**config.mk**
```make
export PLATFORM = sky130hd
export DESIGN_NAME = client_fence
export DESIGN_NICKNAME = d
export VERILOG_FILES = /design/src/rtl/client_fence_pkg.sv /design/src/rtl/client_fence_counter.sv /design/src/rtl/client_fence_decode.sv /design/src/rtl/client_fence_path.sv /design/src/rtl/client_fence.sv
export SDC_FILE = /design/constraint.sdc
export NUM_CORES = 1
export LEC_CHECK = 0
export ABC_CLOCK_PERIOD_IN_PS = 6300
export BUFFER_PORTS_ARGS = -buffer_cell sky130_fd_sc_hd__buf_2
export CAP_MARGIN = 30
export CORE_MARGIN = 4
export CORE_UTILIZATION = 25
export CTS_CLUSTER_SIZE = 40
export DETAILED_ROUTE_END_ITERATION = 10
export PLACE_DENSITY_LB_ADDON = 0.25
export SYNTH_ARGS = -nofsm -noshare
export SYNTH_HDL_FRONTEND = slang
export SYNTH_SLANG_ARGS = --single-unit
```
**constraint.sdc**
```tcl
create_clock -name clk -period 6.3 [get_ports clk]
set_input_delay 0.63 -clock clk [delete_from_list [all_inputs] [get_ports clk]]
set_output_delay 0.63 -clock clk [all_outputs]
set_load 0.005 [all_outputs]
```
**src/rtl/client_fence_pkg.sv**
```systemverilog
package client_fence_pkg;

  typedef enum logic [1:0] {
    RD_NONE   = 2'd0,
    RD_GATE   = 2'd1,
    RD_HOLD   = 2'd2,
    RD_STATUS = 2'd3
  } rdSel_e;

  typedef struct packed {
    logic   gateWr;
    logic   holdWr;
    rdSel_e rdSel;
  } ctrlStrobe_t;

endpackage

```
**src/rtl/client_fence_counter.sv**
```systemverilog
module client_fence_counter #(
  parameter int CNT_W = 4
) (
  input  logic             clk,
  input  logic             rstN,
  input  logic             inc,
  input  logic             dec,
  output logic [CNT_W-1:0] count,
  output logic             full
);

  logic isZero;

  assign isZero = (count == '0);
  assign full   = (count == {CNT_W{1'b1}});

  always_ff @(posedge clk or negedge rstN) begin
    if (!rstN) begin
      count <= '0;
    end else if (inc && !dec) begin
      count <= count + 1'b1;
    end else if (!inc && dec && !isZero) begin
      count <= count - 1'b1;
    end
  end

endmodule

```
**src/rtl/client_fence_decode.sv**
```systemverilog
module client_fence_decode
  import client_fence_pkg::*;
#(
  parameter int NUM_CLIENTS = 15,
  parameter int ADDR_W      = 9,
  parameter int IDX_W       = 4,
  parameter int GATE_OFS    = 'h000,
  parameter int HOLD_OFS    = 'h004,
  parameter int STATUS_BASE = 'h040
) (
  input  logic              regWrEn,
  input  logic [ADDR_W-1:0] regAddr,
  output ctrlStrobe_t       strobe,
  output logic [IDX_W-1:0]  statusIdx
);

  localparam logic [ADDR_W-1:0] GATE_A   = ADDR_W'(GATE_OFS);
  localparam logic [ADDR_W-1:0] HOLD_A   = ADDR_W'(HOLD_OFS);
  localparam logic [ADDR_W-1:0] STATUS_A = ADDR_W'(STATUS_BASE);
  localparam logic [ADDR_W-1:0] NUM_A    = ADDR_W'(NUM_CLIENTS);

  logic [ADDR_W-1:0] offs;
  logic              inStatus;

  always_comb begin
    offs      = regAddr - STATUS_A;
    inStatus  = (regAddr >= STATUS_A) && (offs[1:0] == 2'b00) && ((offs >> 2) < NUM_A);
    statusIdx = offs[IDX_W+1:2];

    strobe.gateWr = regWrEn && (regAddr == GATE_A);
    strobe.holdWr = regWrEn && (regAddr == HOLD_A);

    if (regAddr == GATE_A) begin
      strobe.rdSel = RD_GATE;
    end else if (regAddr == HOLD_A) begin
      strobe.rdSel = RD_HOLD;
    end else if (inStatus) begin
      strobe.rdSel = RD_STATUS;
    end else begin
      strobe.rdSel = RD_NONE;
    end
  end

endmodule

```
**src/rtl/client_fence_path.sv**
```systemverilog
module client_fence_path
  import client_fence_pkg::*;
#(
  parameter int NUM_CLIENTS = 15,
  parameter int CNT_W       = 4,
  parameter int DATA_W      = 32,
  parameter int IDX_W       = 4
) (
  input  logic                   clk,
  input  logic                   rstN,
  input  ctrlStrobe_t            strobe,
  input  logic [IDX_W-1:0]       statusIdx,
  input  logic [NUM_CLIENTS-1:0] wrBits,
  input  logic [NUM_CLIENTS-1:0] reqValid,
  input  logic [NUM_CLIENTS-1:0] cplStrobe,
  output logic [NUM_CLIENTS-1:0] reqAccept,
  output logic [NUM_CLIENTS-1:0] holdQ,
  output logic [DATA_W-1:0]      rdData
);

  logic [NUM_CLIENTS-1:0]       gateQ;
  logic [NUM_CLIENTS-1:0]       fullVec;
  logic [NUM_CLIENTS*CNT_W-1:0] cntFlat;

  // Gate and reset words: all ones after reset, full client-width writes.
  always_ff @(posedge clk or negedge rstN) begin
    if (!rstN) begin
      gateQ <= '1;
      holdQ <= '1;
    end else begin
      if (strobe.gateWr) gateQ <= wrBits;
      if (strobe.holdWr) holdQ <= wrBits;
    end
  end

  assign reqAccept = reqValid & gateQ & holdQ & ~fullVec;

  // One in-flight counter per client; completions are never gated.
  for (genvar i = 0; i < NUM_CLIENTS; i++) begin : g_client
    client_fence_counter #(
      .CNT_W(CNT_W)
    ) u_cnt (
      .clk  (clk),
      .rstN (rstN),
      .inc  (reqAccept[i]),
      .dec  (cplStrobe[i]),
      .count(cntFlat[i*CNT_W +: CNT_W]),
      .full (fullVec[i])
    );
  end

  always_comb begin
    unique case (strobe.rdSel)
      RD_GATE:   rdData = DATA_W'(gateQ);
      RD_HOLD:   rdData = DATA_W'(holdQ);
      RD_STATUS: rdData = DATA_W'(cntFlat[int'(statusIdx)*CNT_W +: CNT_W]);
      default:   rdData = '0;
    endcase
  end

endmodule

```
**src/rtl/client_fence.sv**
```systemverilog
module client_fence
  import client_fence_pkg::*;
#(
  parameter int NUM_CLIENTS = 15,
  parameter int CNT_W       = 4,
  parameter int ADDR_W      = 9,
  parameter int DATA_W      = 32,
  parameter int GATE_OFS    = 'h000,
  parameter int HOLD_OFS    = 'h004,
  parameter int STATUS_BASE = 'h040
) (
  input  logic                   clk,
  input  logic                   rstN,
  input  logic                   regWrEn,
  input  logic [ADDR_W-1:0]      regAddr,
  input  logic [DATA_W-1:0]      regWdata,
  output logic [DATA_W-1:0]      regRdata,
  input  logic [NUM_CLIENTS-1:0] reqValid,
  input  logic [NUM_CLIENTS-1:0] cplStrobe,
  output logic [NUM_CLIENTS-1:0] reqAccept,
  output logic [NUM_CLIENTS-1:0] clientResetN
);

  localparam int IDX_W = (NUM_CLIENTS > 1) ? $clog2(NUM_CLIENTS) : 1;

  ctrlStrobe_t      strobe;
  logic [IDX_W-1:0] statusIdx;

  client_fence_decode #(
    .NUM_CLIENTS(NUM_CLIENTS),
    .ADDR_W     (ADDR_W),
    .IDX_W      (IDX_W),
    .GATE_OFS   (GATE_OFS),
    .HOLD_OFS   (HOLD_OFS),
    .STATUS_BASE(STATUS_BASE)
  ) u_decode (
    .regWrEn  (regWrEn),
    .regAddr  (regAddr),
    .strobe   (strobe),
    .statusIdx(statusIdx)
  );

  client_fence_path #(
    .NUM_CLIENTS(NUM_CLIENTS),
    .CNT_W      (CNT_W),
    .DATA_W     (DATA_W),
    .IDX_W      (IDX_W)
  ) u_path (
    .clk      (clk),
    .rstN     (rstN),
    .strobe   (strobe),
    .statusIdx(statusIdx),
    .wrBits   (regWdata[NUM_CLIENTS-1:0]),
    .reqValid (reqValid),
    .cplStrobe(cplStrobe),
    .reqAccept(reqAccept),
    .holdQ    (clientResetN),
    .rdData   (regRdata)
  );

endmodule

```
Yosys cells after proc, flatten, opt, wreduce, memory -nomap -nowiden:

Cells that the tools add are included.

* memories: 0
* bits in writable memories: 0
* output and inout bits: 62
* word-level logic and storage cells: 234
* latch bits: 0
* memory bits (read-only): 0
* flip-flop bits (word level): 90

* div/mod/pow operators: 0
* bitwise operators: 4
* magnitude comparators: 2
* multiply operators: 0
* reduce and logical (&&, ||, !) cells: 126
* $add $sub $neg: 31
* multiplexer cells: 34
* equality and inequality tests: 19
* shift-type cells: 1

Operators with widths (count)
* $mux W4: 30
* $add A4 B1 Y4 const B: 15
* $eq A4 B4 Y1 const B: 15
* $logic_not A4 Y1: 15
* $shiftx A60 B7 Y4: 1
* $sub A4 B1 Y4 const B: 15
* $logic_and A1 B1 Y1: 49
* $and A15 B15 Y15: 3
* $logic_not A1 Y1: 45
* $pmux W15 S3: 1
* $reduce_bool A2 Y1: 15
* $not A15 Y15: 1
* $eq A9 B3 Y1 const B: 1
* $ge A9 B7 Y1 const B: 1
* $logic_not A9 Y1: 1
* $sub A9 B7 Y9 const B: 1
* $lt A7 B4 Y1 const B: 1
* $mux W2: 3
* $eq A2 B2 Y1 const B: 2
* $eq A2 B1 Y1 const B: 1
* $logic_not A2 Y1: 1

Logic depth before layout (Yosys ltp):

* depth in word-level cells: 9
* mapped depth: 8
* depth with buffers taken out: 7

Modules after synthesis:

A second synthesis with hierarchy kept.

* cells, all modules: 680
* area total of the unflattened synthesis: 7352.1 sq um

By module, submodules not included
* client_fence_counter: cells each 33, seq. area each 100.1 sq um, area an instance 337.8 sq um, instances 15
* client_fence_path: cells each 164, seq. area each 788.3 sq um, area an instance 2130.8 sq um, instances 1
* client_fence_decode: cells each 21, seq. area each 0.0 sq um, area an instance 153.9 sq um, instances 1

Worst setup path after synthesis:

Ideal clock, no wire load.

* path kind: input port to output port
* from: input port regAddr[3]
* to: output port regRdata[0]
* data arrival time: 1737 ps
* stages on the path: 6
* buffers on the path: 2
* slack: 3933 ps
* path through: buf_2 > or2_2 > buf_2 > o221ai_1 > a21oi_1 > o32ai_1

* cells in the longest elaborated chain, start to end: 8
* elaborated cells on any way between the ends: 15
* classes of those cells: add/sub: 1; order compare: 2; eq/ne: 4; shift: 1; mux: 4; reduce/logical: 3

RTL lines
* start, declared: RTL line client_fence.sv:15 `input logic [ADDR_W-1:0] regAddr,`
* $sub A9 B7 Y9 / $ge A9 B7 Y1 (equally long branches): RTL line client_fence_decode.sv:26, client_fence_decode.sv:27
* $lt A7 B4 Y1 / $logic_and A1 B1 Y1 (equally long branches): RTL line client_fence_decode.sv:27 `inStatus = (regAddr >= STATUS_A) && (offs[1:0] == 2'b00) && ((offs >> 2) < NUM_A);`
* $logic_and A1 B1 Y1: RTL line client_fence_decode.sv:27
* $mux W2: RTL line client_fence_decode.sv:37 `end else if (inStatus) begin`
* $mux W2: RTL line client_fence_decode.sv:35 `end else if (regAddr == HOLD_A) begin`
* $mux W2: RTL line client_fence_decode.sv:33 `if (regAddr == GATE_A) begin`
* $eq A2 B2 Y1 / $eq A2 B1 Y1 (equally long branches): RTL line client_fence_path.sv:53 `unique case (strobe.rdSel)`
* $pmux W15 S3 *: RTL line client_fence_path.sv:53
* end, declared: RTL line client_fence.sv:17 `output logic [DATA_W-1:0] regRdata,`

Mark *: on every way between the ends. The rest lies on a longest branch, timed or not.

Worst setup path in the final report:

* from: input port regAddr[2]
* to: output port regRdata[2]

Same word-level chain as after synthesis.

==> flow_metrics.py <==
metrics = {
    "synth": {
        "yosysUniqueCellTypes": 40,
        "ys_seq_area_share_pct": 33.0,
        "ys.flop_type": "dfrtp_1",
        "synth-edff-count": 0,
        "synth_area_per_cell_um2": 10.8,
        "yosysWarnings": 0,
        "ys_ff_latch": 90,
        "syn_inst": 644,
        "synth_area_mm2": 0.00693,
        "async_reset_ff_share_pct": 100,
    },
    "finish": {
        "fin_util_pct": 29.4,
        "final_nets": 838,
        "final_common_cell": "buf_2",
        "drive_above_1_share_pct": 29.8,
        "area_growth_pct": 15.1,
        "mostFrequentLayoutCells": "100 x buf_2, 60 x dfrtp_1, 58 x mux2i_1",
    },
    "clock_tree": {
        "clk_path_buf_depth": 2,
        "clock_latency_ns": 0.35,
        "cts-resized-gates": 0,
        "cts_post_setup_buffers_inserted": 0,
        "numCtsBuffers": 9,
        "htreeDepth": 3,
        "cts-root-buf": "clkbuf_16",
        "ctsHoldBuffers": 0,
        "cts_tree": "done",
        "cts.sinks": 90,
        "cts.reportedPaths.clkPinSlew_ns": 0.06,
    },
    "grt": {
        "use_met1_pct": 16.8,
        "grt_usage_pct": 11.8,
        "antenna_found_initial": 1,
        "grt_pass1_wl_um": 28700,
        "met2_usage_pct": 18.3,
        "top_usage_layer": "met2",
        "grt_max_degree": 52,
        "use_met3_pct": 2.46,
        "grt_pass1_vias": 5108,
        "grt_overflow": 0,
    },
    "floorplanning": {
        "ios": 136,
        "die_h_um": 174,
        "rows": 60,
        "fp.coreArea_mm2": 0.0271,
        "start_util_pct": 25.6,
        "dieArea_mm2": 0.0304,
        "die_width_um": 174,
    },
    "setup_path": {
        "start_kind": "input port",
        "path_class": "in2out",
        "crit_buf_inv": 3,
        "crit_arrival_ns": 2.92,
        "critPathMaxFanout": 27,
        "cpLargestDelayFamily": "buffers and inverters",
        "cp_cell_sequence": "buf_2, buf_4, mux2i_1, o2bb2ai_1, a21oi_1, o32ai_1, buf_2",
        "crit_top_cell": "buf_2",
        "cpMaxStageDelayCell": "buf_2",
        "slowest_delay_ns": 0.65,
        "cp.required_ns": 5.67,
        "crit_path_end_kind": "output port",
    },
    "place": {
        "port_buffers": 101,
        "hpwl_um": 13500,
        "routabilityCongestion": 0.752,
    },
    "sta": {
        "post-route-min-period_ns": 3.55,
        "maxSlewViolCount": 0,
        "setup_viol": 0,
        "relSlewSlack_pct": 41.4,
        "worst_clock_skew_ns": 0.00546,
        "fin_crit_sh_pct": 56.4,
        "grt_setup_unrepaired": "false",
        "fin_setup_tns_ns": 0,
        "fmax_ghz": 0.281,
        "tightestPinTransition_ns": 0.880,
        "hold_viol_final": 0,
    },
    "pwr": {
        "power.leakage_nw": 3.52,
        "ir_worst_vdd_v": 0.000123,
        "total_power_w": 0.00305,
        "cellPowerDensity_mw_per_mm2": 382,
    },
    "run_status": {
        "outcome": "finished clean",
    },
    "detailed_routing": {
        "via_per_inst": 4.85,
        "postRouteAntennaNets": 0,
        "firstDrtPassIters": 4,
        "via_count": 5309,
        "drt-total-wl_um": 17900,
        "drt_iter0_drc": 263,
        "drc": 0,
        "wl_per_cell_um": 16.4,
    },
    "worst_hold_path": {
        "hold_class": "in2async",
    },
    "job": {
        "max-cap-violations": 0,
    },
}
==> final timing paths <==
path	from	to	slack, ns	cells past startpoint
max in group asynchronous	rstN	u_path.gateQ[7]	4.97	2
max reg2reg	u_path.holdQ[11]	u_path.g_client[11].u_cnt.count[3]	4.08	7
max	regAddr[2]	regRdata[2]	2.75	7
min	rstN	u_path.g_client[13].u_cnt.count[3]	0.32	1
min in group clk	regWdata[4]	u_path.holdQ[4]	0.52	2
min reg2reg	u_path.g_client[10].u_cnt.count[3]	u_path.g_client[10].u_cnt.count[3]	0.53	1
==> layer usage <==
| layer | routed length, um | vias to the layer above |
|---|---|---|
| met5 | 0 | - |
| met3 | 936 | 13 |
| met4 | 220 | 0 |
| met2 | 8040 | 137 |
| met1 | 8720 | 2570 |
| li1 | - | 2589 |
==> power by group <==
group          switching, W  internal (W)  total, W  leakage (nW)
sequential         0.000433      0.000794   0.00123          1.02
combinational      0.000515      0.000656   0.00117          2.33
clock              0.000242      0.000409  0.000650         0.176
==> through the flow <==
step | instance area (um2) | cells | hold slack [ns] | worst slack (ns)
CTS | 7970 | 1094 | 0.355 | 2.71
floorplan | 6990 | 660 | 0.334 | 3.93
finish | 7970 | 1095 | 0.316 | 2.75
detailed placement | 7620 | 1078 | 0.527 | 2.72
global route | 7970 | 1094 | 0.372 | 2.56
global placement | 7600 | 1077 | 0.531 | 2.72
==> sequential cells by signal, indices dropped and copies added, names as in the netlist <==
signal and flops:
u_path.gateQ 15, u_path.holdQ 15, u_path.g_client.u_cnt.count 60
==> kinds of logic (layout without fill, tap and decap cells) <==
group,count (synthesis),count (layout),synth area share (%)
compound gates,170,170,16.8
xor+xnor,31,31,3.92
fa+ha+maj,47,47,10.1
buf+inv,60,122,5.53
flops,90,90,33.0
mux,118,118,19.2
other cells,1,18,0.0541
simple gates,127,127,11.3
==> cells in the mapped netlist (all sizes together), types with 19 or more instances <==
cell,number,share of area [%]
o2bb2ai,19,2.4
dfrtp,60,22
o21ai,30,2.2
mux2,60,11
xor2,30,3.8
buf,43,4.6
nor2,20,1.1
a21oi,49,3.5
ha,32,5.8
mux2i,58,8.4
dfstp,30,11
and3,32,3.0
==> final cells by class <==
class,instances,area (um2)
Fill cell,2829,19100
Multi-Input combinational cell,510,4320
Sequential cell,90,2290
Timing Repair Buffer,104,538
Tap cell,372,465
Clock buffer,11,253
Clock inverter,5,100
Inverter,2,7.51
Antenna cell,1,2.50
No activity file was read; power rests on OpenSTA's default activity.
